**src/rtl/tsu_pkg.sv**
```systemverilog
package tsu_pkg;
  // Pulse length in cycles, rounded up so the pulse is never shorter than requested.
  function automatic int unsigned ns_to_cycles(longint unsigned clk_hz, int unsigned dur_ns);
    longint unsigned num;
    num = clk_hz * 64'(dur_ns) + 64'd999_999_999;
    return 32'(num / 64'd1_000_000_000);
  endfunction
endpackage

```
**src/rtl/tsu_pulse_gen.sv**
```systemverilog
module tsu_pulse_gen #(
  parameter int unsigned PULSE_CYC = 50
) (
  input  logic clk_i,
  input  logic rst_ni,
  input  logic start_i,
  output logic trig_o,
  output logic launch_o
);
  localparam int unsigned DW = $clog2(PULSE_CYC + 1);

  logic          trig_q;
  logic [DW-1:0] dur_q;

  assign launch_o = start_i & ~trig_q;
  assign trig_o   = trig_q;

  always_ff @(posedge clk_i or negedge rst_ni) begin
    if (!rst_ni) begin
      trig_q <= 1'b0;
      dur_q  <= '0;
    end else if (launch_o) begin
      trig_q <= 1'b1;
      dur_q  <= DW'(PULSE_CYC - 1);
    end else if (trig_q) begin
      if (dur_q == '0) trig_q <= 1'b0;
      else             dur_q  <= dur_q - 1'b1;
    end
  end

  a_r2_hold: assert property (@(posedge clk_i) disable iff (!rst_ni)
    (trig_q && dur_q != '0) |=> trig_q);
  a_r2_rise_cause: assert property (@(posedge clk_i) disable iff (!rst_ni)
    $rose(trig_q) |-> $past(start_i));
  a_r3_busy_ignore: assert property (@(posedge clk_i) disable iff (!rst_ni)
    (trig_q && start_i && dur_q != '0) |=> (trig_q && dur_q == $past(dur_q) - 1'b1));
endmodule

```
**src/rtl/tsu_timebase.sv**
```systemverilog
module tsu_timebase #(
  parameter int unsigned CNT_W = 16
) (
  input  logic             clk_i,
  input  logic             rst_ni,
  input  logic             clr_i,
  output logic [CNT_W-1:0] cnt_o
);
  localparam logic [CNT_W-1:0] CNT_MAX = '1;

  logic [CNT_W-1:0] cnt_q;
  assign cnt_o = cnt_q;

  always_ff @(posedge clk_i or negedge rst_ni) begin
    if (!rst_ni)               cnt_q <= '0;
    else if (clr_i)            cnt_q <= '0;
    else if (cnt_q != CNT_MAX) cnt_q <= cnt_q + 1'b1;
  end

  a_r4_saturate: assert property (@(posedge clk_i) disable iff (!rst_ni)
    (cnt_q == CNT_MAX && !clr_i) |=> cnt_q == CNT_MAX);
  a_r4_restart: assert property (@(posedge clk_i) disable iff (!rst_ni)
    clr_i |=> cnt_q == '0);
endmodule

```
**src/rtl/tsu_edge_det.sv**
```systemverilog
module tsu_edge_det #(
  parameter int unsigned SYNC_STAGES = 2
) (
  input  logic clk_i,
  input  logic rst_ni,
  input  logic lvl_i,
  output logic rise_o
);
  logic lvl_s;
  logic new_q, old_q;

  if (SYNC_STAGES > 0) begin : g_sync
    logic [SYNC_STAGES-1:0] sync_q;
    always_ff @(posedge clk_i or negedge rst_ni) begin
      if (!rst_ni) sync_q <= '0;
      else begin
        sync_q[0] <= lvl_i;
        for (int i = 1; i < int'(SYNC_STAGES); i++) sync_q[i] <= sync_q[i-1];
      end
    end
    assign lvl_s = sync_q[SYNC_STAGES-1];
  end else begin : g_direct
    assign lvl_s = lvl_i;
  end

  always_ff @(posedge clk_i or negedge rst_ni) begin
    if (!rst_ni) begin
      new_q <= 1'b0;
      old_q <= 1'b0;
    end else begin
      new_q <= lvl_s;
      old_q <= new_q;
    end
  end

  assign rise_o = new_q & ~old_q;

  a_r7_no_repeat: assert property (@(posedge clk_i) disable iff (!rst_ni)
    rise_o |=> !rise_o);
endmodule

```
**src/rtl/tsu_stamp_reg.sv**
```systemverilog
module tsu_stamp_reg #(
  parameter int unsigned CNT_W = 16
) (
  input  logic             clk_i,
  input  logic             rst_ni,
  input  logic             cap_i,
  input  logic [CNT_W-1:0] cnt_i,
  output logic [CNT_W-1:0] val_o,
  output logic             vld_o
);
  logic [CNT_W-1:0] val_q;
  logic             vld_q;

  always_ff @(posedge clk_i or negedge rst_ni) begin
    if (!rst_ni) begin
      val_q <= '0;
      vld_q <= 1'b0;
    end else begin
      vld_q <= cap_i;
      if (cap_i) val_q <= cnt_i;
    end
  end

  assign val_o = val_q;
  assign vld_o = vld_q;

  a_r9_hold: assert property (@(posedge clk_i) disable iff (!rst_ni)
    !vld_q |-> $stable(val_q));
endmodule

```
**src/rtl/trig_stamp_unit.sv**
```systemverilog
module trig_stamp_unit #(
  parameter longint unsigned CLK_HZ      = 64'd100_000_000,
  parameter int unsigned     PULSE_NS    = 500,
  parameter int unsigned     CNT_W       = 16,
  parameter int unsigned     SYNC_STAGES = 2
) (
  input  logic             clk_i,
  input  logic             rst_ni,
  input  logic             start_i,
  input  logic             detect_i,
  output logic             trig_o,
  output logic [CNT_W-1:0] trig_stamp_o,
  output logic             trig_stamp_vld_o,
  output logic [CNT_W-1:0] det_stamp_o,
  output logic             det_stamp_vld_o
);
  localparam int unsigned PULSE_CYC = tsu_pkg::ns_to_cycles(CLK_HZ, PULSE_NS);

  logic             launch;
  logic [CNT_W-1:0] cnt;
  logic             trig_rise, det_rise;

  tsu_pulse_gen #(.PULSE_CYC(PULSE_CYC)) i_pulse (
    .clk_i, .rst_ni, .start_i, .trig_o, .launch_o(launch)
  );

  tsu_timebase #(.CNT_W(CNT_W)) i_timebase (
    .clk_i, .rst_ni, .clr_i(launch), .cnt_o(cnt)
  );

  // Trigger is already synchronous: edge pair only.
  tsu_edge_det #(.SYNC_STAGES(0)) i_trig_edge (
    .clk_i, .rst_ni, .lvl_i(trig_o), .rise_o(trig_rise)
  );

  tsu_edge_det #(.SYNC_STAGES(SYNC_STAGES)) i_det_edge (
    .clk_i, .rst_ni, .lvl_i(detect_i), .rise_o(det_rise)
  );

  tsu_stamp_reg #(.CNT_W(CNT_W)) i_trig_stamp (
    .clk_i, .rst_ni, .cap_i(trig_rise), .cnt_i(cnt),
    .val_o(trig_stamp_o), .vld_o(trig_stamp_vld_o)
  );

  tsu_stamp_reg #(.CNT_W(CNT_W)) i_det_stamp (
    .clk_i, .rst_ni, .cap_i(det_rise), .cnt_i(cnt),
    .val_o(det_stamp_o), .vld_o(det_stamp_vld_o)
  );

  a_r8_same_stamp: assert property (@(posedge clk_i) disable iff (!rst_ni)
    (trig_stamp_vld_o && det_stamp_vld_o) |-> trig_stamp_o == det_stamp_o);
  a_r5_single_strobe: assert property (@(posedge clk_i) disable iff (!rst_ni)
    trig_stamp_vld_o |=> !trig_stamp_vld_o);
  a_r6_single_strobe: assert property (@(posedge clk_i) disable iff (!rst_ni)
    det_stamp_vld_o |=> !det_stamp_vld_o);
endmodule

```
**config.mk**
```make
export PLATFORM = sky130hd
export DESIGN_NAME = trig_stamp_unit
export DESIGN_NICKNAME = d
export VERILOG_FILES = /design/src/rtl/tsu_pkg.sv /design/src/rtl/tsu_pulse_gen.sv /design/src/rtl/tsu_timebase.sv /design/src/rtl/tsu_edge_det.sv /design/src/rtl/tsu_stamp_reg.sv /design/src/rtl/trig_stamp_unit.sv
export SDC_FILE = /design/constraint.sdc
export NUM_CORES = 1
export LEC_CHECK = 0
export BUFFER_PORTS_ARGS = -buffer_cell sky130_fd_sc_hd__buf_2
export CORE_ASPECT_RATIO = 1.25
export CORE_MARGIN = 4
export CORE_UTILIZATION = 35
export CTS_CLUSTER_SIZE = 20
export DETAILED_ROUTE_END_ITERATION = 8
export GPL_ROUTABILITY_DRIVEN = 1
export GPL_TIMING_DRIVEN = 0
export PLACE_DENSITY_LB_ADDON = 0.08
export SETUP_SLACK_MARGIN = 0.02
export SLEW_MARGIN = 20
export SYNTH_ARGS = -nofsm -noshare
export SYNTH_HDL_FRONTEND = slang
export SYNTH_SLANG_ARGS = --single-unit
```
**constraint.sdc**
```tcl
create_clock -name clk_i -period 2.5 [get_ports clk_i]
set_clock_uncertainty 0.2 [all_clocks]
set_input_delay 0.625 -clock clk_i [delete_from_list [all_inputs] [get_ports clk_i]]
set_output_delay 0.625 -clock clk_i [all_outputs]
set_load 0.03 [all_outputs]
```
==> results by stage, run 1 <==
Worst setup path:
- For this run, the slowest stage of the critical path takes 450 ps.
- The kind of end point of the critical path is a flip-flop.
- The cell at the slowest stage of the critical path is sky130_fd_sc_hd__dfrtp_1.
- The worst setup slack for register-to-register paths is roughly 320 ps.
- The largest fanout on the critical path is 10.
- The sum of buffers and inverters on the critical path is 1.
- Data arrives at the worst endpoint at ~2200 ps.
- The worst register-to-register path begins at i_timebase.cnt_o[0]$_DFFE_PN0P_.
- The worst register-to-register path ends at i_timebase.cnt_o[1]$_DFFE_PN0P_.
- The kind of critical path is reg2reg.
- The required time at the worst-slack endpoint is 2510 ps.
- The most critical setup path has its startpoint at i_timebase.cnt_o[0]$_DFFE_PN0P_.
- STA classifies the critical path startpoint as a flip-flop.
- The largest delay contributor family on the critical path is simple AND/OR/NAND/NOR gates.
- The cell depth of the worst flop-to-flop path is 6.
- Traced cell by cell, the critical path runs through ha_1, nand4_1, nor4_2, buf_2, mux2i_1, nor2_1.

Global routing:
- The first global-routing pass estimated a little over 9000 um of wire.
- The via count of the first global-routing pass is 1,774.
- The pin count of the biggest net entering global routing is between 40 and 50.
- The number of antenna violations at the first check in global routing is 0.
- For this run the aggregate overflow at the end of global routing stands at 0.
- The aggregate global-route resource usage is a little over an eighth.

Hold path:
- The beginning of the worst hold path is i_det_edge.g_sync.sync_q[0]$_DFF_PN0_.
- The min-delay analysis places its worst path in the category reg2reg.
- The sink of the worst hold path is i_det_edge.g_sync.sync_q[1]$_DFF_PN0_.
- The worst hold path passes through 0 cells.

Finish:
- The area of combinational cells with multiple inputs is between 900 and 1000 um^2.
- The final design utilization is roughly 45%.
- Compared with the post-synthesis result, the final layout area differs by 21.94%.
- The sequential cell area is 1577 um^2.
- Fill cells in the final layout number 672.
- At the end of the flow, the number of nets in the layout was 273.
- The total inserted antenna cells is 0.
- The post-route netlist has about 32% of its cells at a drive strength greater than 1.

Logic synthesis:
- Synthesis handed over a netlist of 215 instances.
- The synthesized design contains 0 enable-type register cells.
- The sequential cell area fraction in the yosys report is just over 60%.
- A synthesized cell averages between 10 and 15 um^2.
- The number of warnings issued by yosys is 0.
- The number of unique standard cell types used by synthesis is 36.
- The top flip-flop cell by instance count after synthesis is sky130_fd_sc_hd__dfrtp_1.
- When the netlist entered floorplanning its net count stood at around 220.
- The async set or reset register ratio after synthesis is 100.0%.
- The flip-flop and latch count after synthesis is 63.
- The synthesized cell area is 2613 um^2.

Timing:
- The final number of setup-violating endpoints is 0.
- The final max-slew violation count is 0.
- Timing would allow up to 458.9 MHz.
- The final worst-path setup slack is about 320 ps.
- Headroom to the max-slew limit came out at 54.06%.
- The transition time at the pin with the least slew margin is about 690 ps.
- For the finished layout, the period the worst path requires is 2179 ps.
- In the finished design, the share of the clock period the worst path needs comes to approximately 87%.
- The number of hold violations in the final report is 0.
- The final hold slack is 154.2 ps.
- Setup repair after global routing left no endpoint under its margin.
- Setup total negative slack on the finished layout was measured at 0 ps.

Flow run:
- The number of maximum-capacitance violations is 0.

Power:
- In this run the static leakage power is 1.523 nW.
- For this design the total switching power over the nets is approximately 1.4 mW.
- Cell internal power was estimated by the tool at 2.325 mW.
- The power per unit of standard cell area is around 1200 nW/um^2.
- The combinational group share of total power is between 30% and 40%.
- The worst IR drop on VDD is just over 0.5 mV.
- The clock network is responsible for between 20% and 30% of the overall power.
- Net switching is between 30% and 40% of the power.
- Per report_power, the sequential group accounts for between 40% and 50% of the total.

Floorplan:
- The starting density of the core is 36.77%.
- The die is 85.28 um wide.
- The die covers approximately 9000 um^2.
- The height of the die is ~100 um.
- In this run the core area contains 34 standard-cell rows.
- During I/O placement, the number of pins put on the boundary was 39.
- The floorplan step defined a core boundary enclosing roughly 7100 um^2.

CTS:
- The maximum level of the CTS H-tree is 3.
- The cell at the root of the clock tree is sky130_fd_sc_hd__clkbuf_8.
- The count of hold-fix buffers inserted at cts is 1.
- After clock tree synthesis, the setup repair step added 0 buffers.
- The clock passes through at most 2 buffers.
- After clock tree synthesis, the clock-pin slew on the worst setup and hold paths is around 80 ps.
- The number of clock sinks seen by CTS is between 60 and 70.
- TritonCTS built the clock tree.
- The source-to-sink clock delay at the later pin of the worst-skew pair is between 300 and 400 ps.
- The number of CTS-inserted buffers is 9.
- The post-cts sizing count is 0.

Detailed routing:
- Before antenna repair, the detailed router went through 4 iterations.
- The routed wire length per instance is approximately 15 um.
- The via count is 1,810.
- The number of DRC violations after detailed routing is 0.
- The violation count after the first detailed-route iteration is 58.
- The wire length after detailed routing is approximately 5300 um.
- After detailed routing, the number of vias per cell comes to between 5 and 6.
- Once detail routing completed, the nets flagged for antenna violations numbered 0.

Place:
- In this run the tool buffered the top-level ports with 38 buffer cells.
- The congestion estimate from routability-driven global placement came to around 0.75.
- The half-perimeter wire length of the detailed placement result is ~3700 um.
- Prior to clock tree synthesis, the placed netlist has a worst setup slack of between 300 and 400 ps.

Status:
- The run finished with clean final reports.
-- how the worst max path moves through the flow --
| stage | end | depth (start not counted) |
|---|---|---|
| 2_1_floorplan | i_timebase.cnt_o[10]$_DFFE_PN0P_ | 6 |
| 4_1_cts | i_timebase.cnt_o[1]$_DFFE_PN0P_ | 6 |
| 3_5_place_dp | i_timebase.cnt_o[1]$_DFFE_PN0P_ | 6 |
| 5_1_grt | i_timebase.cnt_o[1]$_DFFE_PN0P_ | 6 |
| 3_3_place_gp | i_timebase.cnt_o[1]$_DFFE_PN0P_ | 6 |
| 6_report | i_timebase.cnt_o[1]$_DFFE_PN0P_ | 6 |
-- cells by family (layout without fill, tap and decap cells) --
family          Yosys count  after routing  synth area share, %
mux                      30             30                12.74
compound gates           37             37                8.813
flops                    63             63                60.34
xor+xnor                  1              1               0.3353
buf+inv                  16             72                2.395
simple gates             65             65                13.94
fa+ha+maj                 3              3                1.437
-- per-layer routing --
metal  global-route usage (%)  wire [um]  share of wire [%]  vias to the layer above
li1                         -          -                  -                      878
met1                    17.38       2413                 46                      879
met2                    19.56       2471                 47                       44
met3                    3.622        257                4.9                        9
met4                    6.787        108                2.1                        0
met5                        0          0                  0                        -
-- cell usage after synthesis, drive strengths merged (4+ instances only) --
library cell / instances / area [um^2]
nand2: 16 / 60.06
o21ai: 13 / 65.06
or3: 5 / 31.28
a21oi: 10 / 50.05
dfrtp: 63 / 1577
nor4: 4 / 31.28
mux2i: 4 / 40.04
inv: 7 / 26.28
nor3: 6 / 30.03
o31ai: 5 / 37.54
clkbuf: 7 / 26.28
nor2: 10 / 37.54
mux2: 26 / 292.8
nand3: 7 / 45.04
-- power by group through the flow --
stage | registers (mW) | clock network [mW] | logic [mW]
floorplan | 1.86 | 0 | 0.502
global placement | 1.58 | 0 | 1.12
detailed placement | 1.58 | 0 | 1.15
CTS | 1.56 | 1.04 | 1.15
global route | 1.62 | 1.09 | 1.25
finish | 1.56 | 1.01 | 1.12
-- final cells by class --
cell class / count / share of cell area (%)
Timing Repair Buffer: 40 / 7.227
Sequential cell: 63 / 49.49
Clock inverter: 6 / 2.907
Tap cell: 90 / 3.535
Multi-Input combinational cell: 136 / 30.56
Clock buffer: 10 / 4.320
Buffer: 9 / 1.139
Inverter: 7 / 0.8248
-- cell usage in the layout, fill, tap and decap left out, types with 3 or more instances in the layout --
cell type / count
sky130_fd_sc_hd__buf_2: 39
sky130_fd_sc_hd__dfrtp_1: 63
sky130_fd_sc_hd__nor3_1: 6
sky130_fd_sc_hd__nand2_1: 16
sky130_fd_sc_hd__nor4_1: 3
sky130_fd_sc_hd__clkbuf_8: 10
sky130_fd_sc_hd__a21oi_1: 10
sky130_fd_sc_hd__nor2_1: 10
sky130_fd_sc_hd__mux2i_1: 4
sky130_fd_sc_hd__mux2_2: 26
sky130_fd_sc_hd__nand2b_1: 3
sky130_fd_sc_hd__inv_1: 7
sky130_fd_sc_hd__ha_1: 3
sky130_fd_sc_hd__o21ai_0: 13
sky130_fd_sc_hd__nand3_1: 5
sky130_fd_sc_hd__or3_1: 5
sky130_fd_sc_hd__clkbuf_1: 7
sky130_fd_sc_hd__o31ai_1: 5
sky130_fd_sc_hd__or4_1: 3
-- stage by stage --
stage | instance area, um^2 | std cells | power (mW)
floorplan | 2613 | 215 | 2.358
global placement | 2915 | 343 | 2.694
detailed placement | 2945 | 344 | 2.730
CTS | 3186 | 361 | 3.760
global route | 3186 | 361 | 3.959
finish | 3186 | 361 | 3.695
-- state kept, by name, summed over array words and instances (netlist names) --
signal	flops
i_det_edge.g_sync.sync_q	2
i_det_edge.new_q	1
i_det_edge.old_q	1
i_det_stamp.val_o	16
i_det_stamp.vld_o	1
i_pulse.dur_q	6
i_pulse.trig_o	1
i_timebase.cnt_o	16
i_trig_edge.new_q	1
i_trig_edge.old_q	1
i_trig_stamp.val_o	16
i_trig_stamp.vld_o	1
(Power assumes the default switching activity.)
==> run 2, diff against run 1 <==
--- a/config.mk
+++ b/config.mk
@@ -6,7 +6,7 @@
 export NUM_CORES = 1
 export LEC_CHECK = 0
 export BUFFER_PORTS_ARGS = -buffer_cell sky130_fd_sc_hd__buf_2
-export CORE_ASPECT_RATIO = 1.25
+export CORE_ASPECT_RATIO = 1.5
 export CORE_MARGIN = 4
 export CORE_UTILIZATION = 35
 export CTS_CLUSTER_SIZE = 20
==> run 2 against run 1 <==
Against the previous run:
- largest power group unchanged
- setup slack improved by 57 ps
- sequential cell count unchanged
- register-to-register slack improved by 60 ps
- routed wire length increased by 0.27%
- first-iteration DRC count increased by 53%
- hold slack got worse by 6.3 ps
- utilization decreased by 1.7 points
- maximum frequency increased by 2.7%
- highest routed layer unchanged
- power decreased by 6.6%
- critical endpoint unchanged
- cell count increased by 2.8%
- largest cell class unchanged
==> results by stage, run 2 (same netlist as run 1, synthesis figures left out) <==
Worst setup path:
- At the worst endpoint, the arrival time is 2130 ps.
- The sum of buffers and inverters on the critical path is 1.
- The largest delay contributor family on the critical path is simple AND/OR/NAND/NOR gates.
- The beginning of the critical path is i_timebase.cnt_o[0]$_DFFE_PN0P_.
- The required time at the worst-slack endpoint is 2510 ps.
- Among all stages on the critical path, the largest delay is contributed by sky130_fd_sc_hd__dfrtp_1.
- By startpoint and endpoint, the worst setup path is classified as reg2reg.
- The largest fanout on the critical path is 10.
- In this run the critical register-to-register path is launched from i_timebase.cnt_o[0]$_DFFE_PN0P_.
- Traced cell by cell, the critical path runs through ha_1, nand4_1, nor4_2, buf_2, mux2i_1, nor2_1.
- The maximum cell stage delay along the critical path is about 440 ps.
- The kind of end point of the critical path is a flip-flop.
- The startpoint class of the critical path is a flip-flop.

Timing:
- The highest clock frequency the design can meet is approximately 470 MHz.
- The number of hold violations in the final report is 0.
- The final critical-path required period is between 2000 and 2500 ps.
- Setup repair after global routing left no endpoint under its margin.
- The worst slew margin relative to its limit is 50.03%.
- The final max-slew violation count is 0.
- Dividing the final minimum period by the clock period gives 84.90%.
- The final setup TNS is 0 ps.
- The transition time at the pin with the least slew margin is roughly 750 ps.
- The final number of setup-violating endpoints is 0.

Global routing:
- For this run the aggregate overflow at the end of global routing stands at 0.
- The global-route wire length before repair is between 9000 and 10,000 um.
- The number of antenna violations at the first check in global routing came to 0.
- The via count of the first global-routing pass came to around 1,900.
- Entering global routing, the biggest net connects 54 pins.
- Global routing consumed, over all layers together, between 10% and 20% of the routing resources.

Place:
- The wire-length estimate of the detail-placed layout is 3569 um.
- The count of buffers inserted at the top-level ports is 38.
- Routability-driven placement finished with a final weighted congestion of roughly 0.76.

CTS:
- The count of hold-fix buffers inserted at cts is 1.
- The buffers inserted during post-CTS setup optimization is 0.
- The number of clock sinks seen by CTS is 63.
- For the worst-skew pair, the clock arrives at the later sink with an insertion delay of roughly 340 ps.
- The clock passes through at most 2 buffers.
- The number of CTS-inserted buffers is 9.
- The clock-pin slew on the worst setup and hold paths is 60 ps.
- CTS placed an instance of sky130_fd_sc_hd__clkbuf_8 at the clock tree root.
- The post-cts sizing count is 0.
- The maximum level of the CTS H-tree is 3.
- The clock tree from TritonCTS is done.

Floorplan:
- The total die area is between 8000 and 9000 um^2.
- The height of the die is approximately 110 um.
- The horizontal extent of the die is roughly 79 um.
- In this run the standard cell core region covers roughly 7300 um^2.
- Pin placement for this block handled 39 I/O pins.
- After floorplanning, the core was divided into 38 placement rows.
- The initial utilization of the core area, before any placement, comes to between 30% and 40%.

Detailed routing:
- The count of nets left with antenna violations once routing finished came out at 0.
- The via count is ~1,800.
- Dividing the detail-routed via count by the number of cells gives 4.871.
- The routed design has between 5000 and 6000 um of wire.
- After detailed routing, the average wire length per cell comes to around 14 um.
- The first routing iteration left 89 violations.
- In the routed design, unresolved DRC markers number 0.
- The first detailed-routing pass took 4 iterations.

Finish:
- The post-route netlist has 30.63% of its cells at a drive strength greater than 1.
- The leading cell type in the layout, fill and taps excluded is sky130_fd_sc_hd__dfrtp_1.
- The layout overhead on the synthesized area is 20.11%.
- The repair_antennas step left the layout with diodes totalling 0.
- In the layout the commonest cells are sky130_fd_sc_hd__dfrtp_1, sky130_fd_sc_hd__buf_2, sky130_fd_sc_hd__mux2_2.
- The net total in the final layout is 273.
- Cells fill about 43% of the core in the end.

Power:
- The total net switching power is 1.302 mW.
- The internal power is 2.150 mW.
- The power share of the clock group is between 20% and 30%.
- The power per unit of standard cell area is ~1100 nW/um^2.
- The combinational group share of total power is between 30 and 40%.
- The part of the total power dissipated in sequential elements is between 40 and 50%.
- The leakage power summed over all cells is 1.499 nW.
- The switching portion of total power is 37.72%.
- The worst IR drop on VDD is 0.5711 mV.

Hold path:
- The worst hold-check path type is reg2reg.
- The startpoint identified for the worst hold timing path is i_det_edge.g_sync.sync_q[0]$_DFF_PN0_.

Flow run:
- The number of maximum-capacitance violations is 0.

Status:
- The run finished with clean final reports.
run 2: changes by cell type in the layout (fill, tap and decap cells not counted):
| cell | change |
|---|---|
| sky130_fd_sc_hd__clkbuf_1 | +5 |
| sky130_fd_sc_hd__bufinv_16 | -2 |
| sky130_fd_sc_hd__clkinvlp_4 | -2 |
| sky130_fd_sc_hd__clkbuf_8 | +1 |
| sky130_fd_sc_hd__clkinv_4 | -1 |
| sky130_fd_sc_hd__inv_6 | -1 |
run 2: area by class of cell:
class / count / area [um^2]
fillers: 726 / 4136
flip-flops and latches: 63 / 1577
multi-input cells: 136 / 973.4
repair buffers: 40 / 230.2
clock buffers: 16 / 170.2
well taps: 100 / 125.1
plain buffers: 9 / 36.28
inverters: 7 / 26.28
run 2: worst paths after layout:
kind / endpoint / slack, ps / depth (start not counted)
worst max-delay path: i_timebase.cnt_o[1]$_DFFE_PN0P_ / 380 / 6
max in group asynchronous: i_timebase.cnt_o[8]$_DFFE_PN0P_ / 1110 / 3
worst min-delay path: i_det_edge.g_sync.sync_q[1]$_DFF_PN0_ / 150 / 0
worst max register to register: i_timebase.cnt_o[1]$_DFFE_PN0P_ / 380 / 6
min in group asynchronous: i_trig_stamp.val_o[10]$_DFFE_PN0P_ / 470 / 2
worst min register to register: i_det_edge.g_sync.sync_q[1]$_DFF_PN0_ / 150 / 0
run 2: power groups by stage:
stage	clock network [mW]	registers, mW	logic [mW]
floorplan	0	1.86	0.502
global placement	0	1.57	1.12
detailed placement	0	1.57	1.14
CTS	0.812	1.56	1.15
global route	0.858	1.61	1.25
finish	0.779	1.55	1.12
run 2: routing by layer:
layer	vias up	wire length, um	part of all wire (%)	track usage (%)
li1	876	-	-	-
met1	882	2329	44	15.79
met2	38	2556	49	21.61
met3	11	217	4.1	3.239
met4	0	162	3.1	8.401
met5	-	0	0	0
run 2: stage by stage:
stage | hold slack, ps | power [mW] | cells | setup slack (ps) | instance area [um^2]
2_1_floorplan | 129.4 | 2.358 | 215 | 641.0 | 2613
3_3_place_gp | 137.7 | 2.694 | 353 | 315.9 | 2928
3_5_place_dp | 137.0 | 2.718 | 354 | 339.4 | 2958
4_1_cts | 153.2 | 3.518 | 371 | 342.1 | 3138
5_1_grt | 168.7 | 3.713 | 371 | 213.3 | 3138
6_report | 147.9 | 3.452 | 371 | 377.4 | 3138
